### src/rtl/ips_pkg.sv
package ips_pkg;

    typedef enum logic [2:0] {
        ST_NORM,
        ST_HALT,
        ST_SGNT,
        ST_XE_RATIO,
        ST_XE_VCODE,
        ST_XHALT,
        ST_XX_VCODE,
        ST_XX_RATIO
    } ips_state_e;

    localparam int CODE_W = 3;

    localparam logic [CODE_W-1:0] CODE_NORMAL = 3'd0;
    localparam logic [CODE_W-1:0] CODE_HALT   = 3'd1;
    localparam logic [CODE_W-1:0] CODE_SGNT   = 3'd2;
    localparam logic [CODE_W-1:0] CODE_XENTRY = 3'd3;
    localparam logic [CODE_W-1:0] CODE_XHALT  = 3'd4;
    localparam logic [CODE_W-1:0] CODE_XEXIT  = 3'd5;

endpackage

### src/rtl/ips_break_unit.sv
module ips_break_unit #(
    parameter int NSRC = 4
) (
    input  logic            clk,
    input  logic            rst_n,
    input  logic [NSRC-1:0] brk_vec,
    input  logic            in_entry,
    output logic            brk_now,
    output logic            brk_eff
);

    logic pend_q;

    assign brk_now = |brk_vec;
    assign brk_eff = brk_now | pend_q;

    // A wake seen during the entry steps is held until the entry ends.
    always_ff @(posedge clk or negedge rst_n) begin
        if (!rst_n) begin
            pend_q <= 1'b0;
        end else if (!in_entry) begin
            pend_q <= 1'b0;
        end else if (brk_now) begin
            pend_q <= 1'b1;
        end
    end

endmodule

### src/rtl/ips_oppt_regs.sv
module ips_oppt_regs #(
    parameter int RATIO_W = 6,
    parameter int VCODE_W = 7
) (
    input  logic               clk,
    input  logic               rst_n,
    input  logic               cap,
    input  logic [RATIO_W-1:0] cur_ratio,
    input  logic [RATIO_W-1:0] low_ratio,
    input  logic [VCODE_W-1:0] cur_vcode,
    input  logic [VCODE_W-1:0] low_vcode,
    output logic [RATIO_W-1:0] keep_ratio,
    output logic [RATIO_W-1:0] tgt_ratio,
    output logic [VCODE_W-1:0] keep_vcode,
    output logic [VCODE_W-1:0] tgt_vcode
);

    always_ff @(posedge clk or negedge rst_n) begin
        if (!rst_n) begin
            keep_ratio <= '0;
            tgt_ratio  <= '0;
            keep_vcode <= '0;
            tgt_vcode  <= '0;
        end else if (cap) begin
            keep_ratio <= cur_ratio;
            tgt_ratio  <= low_ratio;
            keep_vcode <= cur_vcode;
            tgt_vcode  <= low_vcode;
        end
    end

endmodule

### src/rtl/ips_fsm.sv
module ips_fsm
    import ips_pkg::*;
(
    input  logic              clk,
    input  logic              rst_n,
    input  logic              all_halted,
    input  logic              brk_now,
    input  logic              brk_eff,
    input  logic              ret_to_halt,
    input  logic              stop_req,
    input  logic              ext_en,
    input  logic              ratio_ack,
    input  logic              vcode_ack,
    input  logic              snoop_req,
    output logic              save_en,
    output logic              in_entry,
    output logic              ratio_req,
    output logic              ratio_low,
    output logic              vcode_req,
    output logic              vcode_low,
    output logic [CODE_W-1:0] state_code,
    output logic              snoop_grant
);

    ips_state_e state_q, state_d;
    logic       go_idle;

    assign go_idle = !brk_now && (all_halted || ret_to_halt);

    always_comb begin
        state_d = state_q;
        unique case (state_q)
            ST_NORM:     if (go_idle) state_d = ext_en ? ST_XE_RATIO : ST_HALT;
            ST_HALT:     if (brk_now) state_d = ST_NORM;
                         else if (stop_req) state_d = ST_SGNT;
            ST_SGNT:     if (!stop_req) state_d = ST_HALT;
            ST_XE_RATIO: if (ratio_ack) state_d = brk_eff ? ST_XX_RATIO : ST_XE_VCODE;
            ST_XE_VCODE: if (vcode_ack) state_d = brk_eff ? ST_XX_VCODE : ST_XHALT;
            ST_XHALT:    if (brk_now) state_d = ST_XX_VCODE;
            ST_XX_VCODE: if (vcode_ack) state_d = ST_XX_RATIO;
            ST_XX_RATIO: if (ratio_ack) state_d = ST_NORM;
        endcase
    end

    always_ff @(posedge clk or negedge rst_n) begin
        if (!rst_n) state_q <= ST_NORM;
        else        state_q <= state_d;
    end

    always_comb begin
        save_en     = (state_q == ST_NORM) && go_idle && ext_en;
        in_entry    = 1'b0;
        ratio_req   = 1'b0;
        ratio_low   = 1'b0;
        vcode_req   = 1'b0;
        vcode_low   = 1'b0;
        snoop_grant = 1'b0;
        state_code  = CODE_NORMAL;
        unique case (state_q)
            ST_NORM:     state_code = CODE_NORMAL;
            ST_HALT: begin
                state_code  = CODE_HALT;
                snoop_grant = snoop_req;
            end
            ST_SGNT:     state_code = CODE_SGNT;
            ST_XE_RATIO: begin
                state_code = CODE_XENTRY;
                in_entry   = 1'b1;
                ratio_req  = 1'b1;
                ratio_low  = 1'b1;
            end
            ST_XE_VCODE: begin
                state_code = CODE_XENTRY;
                in_entry   = 1'b1;
                vcode_req  = 1'b1;
                vcode_low  = 1'b1;
            end
            ST_XHALT: begin
                state_code  = CODE_XHALT;
                snoop_grant = snoop_req;
            end
            ST_XX_VCODE: begin
                state_code = CODE_XEXIT;
                vcode_req  = 1'b1;
            end
            ST_XX_RATIO: begin
                state_code = CODE_XEXIT;
                ratio_req  = 1'b1;
            end
        endcase
    end

endmodule

### src/rtl/idle_pwr_seq.sv
module idle_pwr_seq #(
    parameter int NCORES  = 2,
    parameter int RATIO_W = 6,
    parameter int VCODE_W = 7
) (
    input  logic               clk,
    input  logic               rst_n,
    input  logic [NCORES-1:0]  core_halted,
    input  logic               brk_mgmt,
    input  logic               brk_init,
    input  logic               brk_nmi,
    input  logic               brk_intr,
    input  logic               mgmt_ret_valid,
    input  logic               mgmt_ret_to_halt,
    input  logic               stop_req,
    input  logic               ext_en,
    input  logic [RATIO_W-1:0] cur_ratio,
    input  logic [RATIO_W-1:0] low_ratio,
    input  logic [VCODE_W-1:0] cur_vcode,
    input  logic [VCODE_W-1:0] low_vcode,
    input  logic               ratio_ack,
    input  logic               vcode_ack,
    input  logic               snoop_req,
    output logic               ratio_req,
    output logic [RATIO_W-1:0] ratio_val,
    output logic               vcode_req,
    output logic [VCODE_W-1:0] vcode_val,
    output logic [2:0]         state_code,
    output logic               snoop_grant
);

    localparam int NBRK = 4;

    logic [NBRK-1:0]    brk_vec;
    logic               brk_now, brk_eff;
    logic               save_en, in_entry, ratio_low, vcode_low;
    logic [RATIO_W-1:0] keep_ratio, tgt_ratio;
    logic [VCODE_W-1:0] keep_vcode, tgt_vcode;

    assign brk_vec = {brk_mgmt, brk_init, brk_nmi, brk_intr};

    ips_break_unit #(.NSRC(NBRK)) u_brk (
        .clk      (clk),
        .rst_n    (rst_n),
        .brk_vec  (brk_vec),
        .in_entry (in_entry),
        .brk_now  (brk_now),
        .brk_eff  (brk_eff)
    );

    ips_oppt_regs #(.RATIO_W(RATIO_W), .VCODE_W(VCODE_W)) u_regs (
        .clk        (clk),
        .rst_n      (rst_n),
        .cap        (save_en),
        .cur_ratio  (cur_ratio),
        .low_ratio  (low_ratio),
        .cur_vcode  (cur_vcode),
        .low_vcode  (low_vcode),
        .keep_ratio (keep_ratio),
        .tgt_ratio  (tgt_ratio),
        .keep_vcode (keep_vcode),
        .tgt_vcode  (tgt_vcode)
    );

    ips_fsm u_fsm (
        .clk         (clk),
        .rst_n       (rst_n),
        .all_halted  (&core_halted),
        .brk_now     (brk_now),
        .brk_eff     (brk_eff),
        .ret_to_halt (mgmt_ret_valid && mgmt_ret_to_halt),
        .stop_req    (stop_req),
        .ext_en      (ext_en),
        .ratio_ack   (ratio_ack),
        .vcode_ack   (vcode_ack),
        .snoop_req   (snoop_req),
        .save_en     (save_en),
        .in_entry    (in_entry),
        .ratio_req   (ratio_req),
        .ratio_low   (ratio_low),
        .vcode_req   (vcode_req),
        .vcode_low   (vcode_low),
        .state_code  (state_code),
        .snoop_grant (snoop_grant)
    );

    assign ratio_val = ratio_low ? tgt_ratio : keep_ratio;
    assign vcode_val = vcode_low ? tgt_vcode : keep_vcode;

endmodule

### config.mk
export PLATFORM = sky130hd
export DESIGN_NAME = idle_pwr_seq
export DESIGN_NICKNAME = d
export VERILOG_FILES = /design/src/rtl/ips_pkg.sv /design/src/rtl/ips_break_unit.sv /design/src/rtl/ips_oppt_regs.sv /design/src/rtl/ips_fsm.sv /design/src/rtl/idle_pwr_seq.sv
export SDC_FILE = /design/constraint.sdc
export NUM_CORES = 1
export LEC_CHECK = 0
export BUFFER_PORTS_ARGS = -buffer_cell sky130_fd_sc_hd__buf_2
export CORE_MARGIN = 5
export CORE_UTILIZATION = 52
export DETAILED_ROUTE_END_ITERATION = 8
export GPL_ROUTABILITY_DRIVEN = 0
export MAX_ROUTING_LAYER = met4
export PLACE_DENSITY = 0.84
export SLEW_MARGIN = 5
export SYNTH_ARGS = -nofsm -noshare
export SYNTH_HDL_FRONTEND = slang
export SYNTH_SLANG_ARGS = --single-unit
### constraint.sdc
create_clock -name clk -period 3.2 [get_ports clk]
set_clock_uncertainty 0.15 [all_clocks]
set_input_delay 0.16 -clock clk [delete_from_list [all_inputs] [get_ports clk]]
set_output_delay 0.16 -clock clk [all_outputs]
set_load 0.01 [all_outputs]
==> results of run 1 <==
per-layer routing:
metal,share of wire,wire (µm),vias to the layer above,track usage
met4,0.019,82,0,0.09585
met3,0.066,284,8,0.04957
met2,0.51,2215,58,0.3980
li1,-,-,611,-
met1,0.40,1725,651,0.2695
met5,0,0,-,-
critical path, stage by stage, from the launching register on:
cell      delay [ns]
dfrtp_1         0.63
nand2b_1        0.19
inv_1           0.06
nand2_1         0.32
mux2_2          0.39
buf_2           0.14
worst max path at each step:
| stage | from | to | slack (ns) | cells after the start |
|---|---|---|---|---|
| floorplan | brk_init | u_regs.keep_ratio[0] | 1.32 | 6 |
| global route | u_fsm.state_q[0] | vcode_val[1] | 0.67 | 5 |
| global placement | brk_init | u_regs.tgt_ratio[0] | 0.84 | 5 |
| detailed placement | brk_init | u_regs.tgt_ratio[5] | 0.76 | 5 |
| CTS | u_fsm.state_q[0] | vcode_val[5] | 0.84 | 5 |
| finish | u_fsm.state_q[0] | vcode_val[5] | 0.83 | 5 |
synthesized netlist by cell type, types with 2 or more instances:
library cell  count
dfrtp_1          30
nand3_1           2
buf_6             2
nand2_1           2
nand2b_1          2
mux2_2           20
nor2_1            6
mux2_4           20
and2_1            2
nor3b_1           2
inv_1             3
clkbuf_1          3
a21oi_1           3
o21ai_0           3
nor2b_1           3
per-stage QoR:
step           setup slack, ns  area, µm²  hold WS (ns)  instances    util
2_1_floorplan            1.320       1613       -0.2856        122       -
3_3_place_gp            0.8370       1911       0.05438        208  0.6363
3_5_place_dp            0.7594       1911       0.07498        208  0.6363
4_1_cts                 0.8411       2241        0.1191        243  0.7463
5_1_grt                 0.6713       2241        0.1639        243  0.7463
6_report                0.8347       2241        0.1328        243  0.7463
report_power, final:
| part | total [µW] | internal, µW | switching (µW) |
|---|---|---|---|
| sequential | 567 | 460 | 107 |
| clock | 238 | 106 | 132 |
| combinational | 577 | 315 | 261 |
state kept, by name (all words and copies together) (netlist names):
register and cells:
u_regs.tgt_vcode 7, u_brk.pend_q 1, u_fsm.state_q 3, u_regs.tgt_ratio 6
u_regs.keep_ratio 6, u_regs.keep_vcode 7
area by class of cell:
type / instances / share of cell area
Multi-Input combinational cell: 83 / 0.3624
Sequential cell: 30 / 0.3350
Timing Repair Buffer: 86 / 0.2524
Clock buffer: 7 / 0.02457
Tap cell: 33 / 0.01843
Inverter: 3 / 0.005025
Clock inverter: 1 / 0.002233
cell families (layout without fill, tap and decap cells):
logic type / Yosys count / in the layout
mux: 41 / 41
simple gates: 26 / 26
buf+inv: 9 / 97
compound gates: 15 / 15
flops: 30 / 30
xor+xnor: 1 / 1
==> run_results.csv, run 1 <==
group,metric,value,unit
status,status,"finished, final reports clean",
synth,synthCells,122,
min_path,hp-start,"ext_en",
synth,synth_area_leaders,"dfrtp_1 (47%), mux2_4 (19%), mux2_2 (14%), buf_6 (1.4%), nor2_1 (1.4%)",
final_layout,fin_nets,250,
detailed_routing,via_count,1328,
worst_setup_path,crit_type,"flop to output port",
synth,ys.warnings.count,0,
sta,finalCriticalPeriod,2.365,ns
global_routing,grt_max_degree,31,
synth,synth_top_family_by_area,"multiplexers",
min_path,whs_endpoint,"u_fsm.state_q[1]",
final_layout,final_common_cell,"buf_2",
synth,synth_area,1613,µm²
min_path,hold_path_depth,4,
clocking,numCtsBuffers,5,
detailed_routing,drt-total-wl,4.308,mm
sta,min_period_over_period,0.7392,
synth,synth_ff_type,"dfrtp_1",
final_layout,syn_to_final_growth,38.94,%
final_layout,seq_area,750.7,µm²
global_routing,antenna_found_initial,0,
final_layout,antenna_cells,0,
worst_setup_path,worstPathMaxFanout,17,
detailed_routing,drt_first_iter_violations,132,
synth,synthAdderAreaFrac,0,
synth,synth_xor_area_frac,0.005431,
clocking,cts_hold_buf,27,
global_routing,grt_pass1_vias,1555,
sta,worst_slew_pin_slew,0.6524,ns
clocking,clkLatencyLatePin,0.32,ns
worst_setup_path,critPathArrivalTime,2.06,ns
final_layout,drive_above_1_share,0.5238,
power,p_per_area,616.8,nW/µm²
final_layout,multiInputGateArea,812.0,µm²
sta,slew_headroom,0.5651,
synth,synth.net_count,163,
worst_setup_path,end_kind,"output port",
place,io_buffers,59,
detailed_routing,via_per_inst,5.465,
min_path,hold_path_class,"input pin to flop",
synth,synth_async_sr_flop_share,1.000,
sta,fin_setup_tns,0,ns
global_routing,grt-ovfl-total,0,
worst_setup_path,regToRegStartpoint,"u_fsm.state_q[0]",
detailed_routing,post_drt_wl_per_cell,17.73,µm
synth,synth-compound-area-share,0.06362,
floorplanning,io_pins,60,
detailed_routing,dr.pass1.iters,4,
floorplanning,initial_core_util,0.5371,
worst_setup_path,r2r_slack,1.00,ns
synth,yosys.area.top_type_share,0.4655,
synth,synth_seq_cells,30,
final_layout,nFillCells,201,
clocking,clockBufferDepth,2,
sta,setup_viol,0,
sta,grt_setup_unrepaired,"no",
global_routing,grt_pass1_wl,7.410,mm
synth,muxShareOfSynthArea,0.3320,
floorplanning,dieHeight,65.69,µm
sta,max_freq,422.8,MHz
clocking,cts_tree,"yes",
clocking,clk_pin_slew,0.09,ns
place,dp_hpwl,2.744,mm
floorplanning,core-area,3003,µm²
detailed_routing,ant_nets,0,
worst_setup_path,rr_endpoint,"u_regs.tgt_ratio[1]",
global_routing,grt_usage,0.2348,
sta,timing.final.hold_violations,0,
final_layout,final_cell_mix,"buf_2 (59), dfrtp_1 (30), dlygate4sd3_1 (27)",
sta,drv_slew,0,
synth,ys_seq_area_frac,0.4655,
power,leakagePower,0.001225,µW
power,total_power,1382,µW
synth,synth_edf_count,0,
clocking,post_cts_buffers,0,
synth,synthSimpleGateAreaFrac,0.1024,
floorplanning,rows,20,
floorplanning,die_w,65.69,µm
clocking,h-tree-depth,2,
job,maxCapViolCount,0,
clocking,cts_resized,0,
synth,synth_top_area_cell,"dfrtp_1",
synth,synth.avg_cell_area,13.22,µm²
detailed_routing,drcViolationCount,0,
clocking,clock-root-buffer,"clkbuf_4",
worst_setup_path,crit_required,2.89,ns
worst_setup_path,worst_r2r_path_depth,3,
worst_setup_path,startpoint_type,"flop",
synth,synth.distinct_cells,34,
clocking,clock-sinks,30,
power,max-vdd-ir-drop,0.4422,mV
floorplanning,dieArea,4315,µm²
Note: power is estimated with default switching activity, not from simulation.
==> inputs of run 2 (changes only) <==
--- a/config.mk
+++ b/config.mk
@@ -7,11 +7,11 @@
 export LEC_CHECK = 0
 export BUFFER_PORTS_ARGS = -buffer_cell sky130_fd_sc_hd__buf_2
 export CORE_MARGIN = 5
-export CORE_UTILIZATION = 52
+export CORE_UTILIZATION = 44
 export DETAILED_ROUTE_END_ITERATION = 8
 export GPL_ROUTABILITY_DRIVEN = 0
 export MAX_ROUTING_LAYER = met4
-export PLACE_DENSITY = 0.84
+export PLACE_DENSITY = 0.75
 export SLEW_MARGIN = 5
 export SYNTH_ARGS = -nofsm -noshare
 export SYNTH_HDL_FRONTEND = slang
==> constraint.sdc (replaced) <==
create_clock -name clk -period 2 [get_ports clk]
set_clock_uncertainty 0.15 [all_clocks]
set_input_delay 0.1 -clock clk [delete_from_list [all_inputs] [get_ports clk]]
set_output_delay 0.1 -clock clk [all_outputs]
set_load 0.01 [all_outputs]
==> run_results.csv, run 2 (synthesis results as in run 1) <==
group,metric,value,unit
clocking,post_cts_buffers,0,
global_routing,grt_max_degree,31,
global_routing,grt-ovfl-total,0,
place,dp_cells,225,
worst_setup_path,crit_required,1.75,ns
worst_setup_path,crit_chain,"and2_1 -> nand2_2 -> mux2_2 -> buf_2",
sta,finalCriticalPeriod,1.898,ns
sta,setup_viol,0,
place,placed_area,1957,µm²
final_layout,drive_above_1_share,0.5519,
clocking,clockBufferDepth,2,
detailed_routing,drt_first_iter_violations,110,
clocking,h-tree-depth,2,
sta,min_period_over_period,0.9490,
power,max-vdd-ir-drop,0.5364,mV
detailed_routing,dr.pass1.iters,4,
job,maxCapViolCount,0,
final_layout,fin_nets,252,
floorplanning,die_w,70.54,µm
clocking,cts_tree,"yes",
detailed_routing,ant_nets,0,
place,dpl_worst_slack,-0.005671,ns
final_layout,largest_registers,"u_regs.keep_vcode: 7 flops, u_regs.tgt_vcode: 7 flops",
floorplanning,rows,22,
final_layout,final_common_cell,"buf_2",
final_layout,antenna_cells,0,
global_routing,grt_pass1_wl,6.568,mm
worst_setup_path,end_kind,"output port",
final_layout,multiInputGateArea,822.0,µm²
sta,timing.final.hold_violations,0,
worst_setup_path,cpPeakStageDelay,0.48,ns
floorplanning,dieArea,4976,µm²
min_path,hold_path_class,"input pin to flop",
worst_setup_path,worst_path_max_delay_cell,"dfrtp_2",
clocking,clkLatencyLatePin,0.28,ns
sta,grt_setup_unrepaired,"no",
clocking,clk_pin_slew,0.06,ns
place,io_buffers,59,
worst_setup_path,startpoint_type,"flop",
power,p_per_area,1045,nW/µm²
floorplanning,io_pins,60,
detailed_routing,via_per_inst,5.031,
worst_setup_path,worst_r2r_path_depth,5,
clocking,clock-sinks,30,
final_layout,nFillCells,294,
final_layout,final_cells,260,
global_routing,antenna_found_initial,0,
final_layout,seq_area,753.2,µm²
global_routing,grt_pass1_vias,1422,
detailed_routing,post_drt_wl_per_cell,14.58,µm
sta,hold_ws,0.1340,ns
min_path,hold_path_depth,3,
floorplanning,dieHeight,70.54,µm
sta,setup_ws,0.1020,ns
clocking,numCtsBuffers,5,
worst_setup_path,crit_type,"flop to output port",
final_layout,final_cell_mix,"buf_2 (59), dfrtp_1 (28), dlygate4sd3_1 (27)",
sta,slew_headroom,0.5739,
power,total_power,2455,µW
sta,drv_slew,0,
floorplanning,initial_core_util,0.4473,
detailed_routing,drcViolationCount,0,
final_layout,syn_to_final_growth,45.62,%
sta,max_freq,526.9,MHz
worst_setup_path,critPathArrivalTime,1.65,ns
sta,worst_slew_pin_slew,0.6391,ns
final_layout,final_cell_area,2349,µm²
power,leakagePower,0.001270,µW
detailed_routing,drt-total-wl,3.792,mm
worst_setup_path,worstPathMaxFanout,12,
detailed_routing,via_count,1308,
global_routing,grt_usage,0.1708,
clocking,clock-root-buffer,"clkbuf_8",
status,status,"finished, final reports clean",
place,dp_hpwl,2.603,mm
floorplanning,core-area,3606,µm²
[run 2: cell count changes in the layout (fill, tap and decap cells not counted), sizes merged]
cell    change
clkinv      +1
bufinv      +1
clkbuf      -2
buf         +2
[run 2: final timing paths]
check	slack (ns)	endpoint	startpoint
setup / recovery	0.10	ratio_val[0]	u_fsm.state_q[1]
hold / removal	0.13	u_fsm.state_q[1]	vcode_ack
setup reg to reg	0.19	u_fsm.state_q[1]	u_fsm.state_q[0]
hold reg to reg	0.36	u_regs.tgt_ratio[3]	u_regs.tgt_ratio[3]
max in group asynchronous	1.03	u_fsm.state_q[1]	rst_n
min in group asynchronous	0.22	u_regs.keep_vcode[5]	rst_n
[run 2: cell type report]
class	count	area share
clock buffers	5	0.02930
well taps	48	0.02557
inverters	3	0.004795
repair buffers	88	0.2525
multi-input cells	83	0.3500
clock inverters	3	0.01705
flip-flops and latches	30	0.3207
[run 2: layer usage]
| metal | up-vias | global-route usage | wire length, µm |
|---|---|---|---|
| li1 | 621 | - | - |
| met1 | 636 | 0.1946 | 1494 |
| met2 | 43 | 0.2786 | 1949 |
| met3 | 8 | 0.05966 | 290 |
| met4 | 0 | 0.06263 | 58 |
| met5 | - | - | 0 |
[run 2: timing repair]
action / CTS / global route
gates resized for setup: 4 / 1
hold endpoints to repair: 56 / 0
endpoints found under the setup margin: 13 / 7
hold buffers: 27 / 0
pin swaps: 0 / 0
[run 2: where the power goes]
group          total [µW]  switching, µW  internal [µW]
clock network         598            232            366
registers             882            138            744
logic                 975            452            523
[run 2: worst max-delay path: cells and delay by family, from the launching register on]
kind	cells	cell delay, ns
muxes	1	0.36
buffers and inverters	1	0.14
DFF	1	0.48
and+or+nand+nor	2	0.38
[run 2: metrics by stage]
stage / util / TNS [ns]
6_report: 0.6513 / 0
5_1_grt: 0.6513 / 0
4_1_cts: 0.6499 / 0
3_5_place_dp: 0.5427 / -0.005671
3_3_place_gp: 0.5427 / 0
2_1_floorplan: - / 0
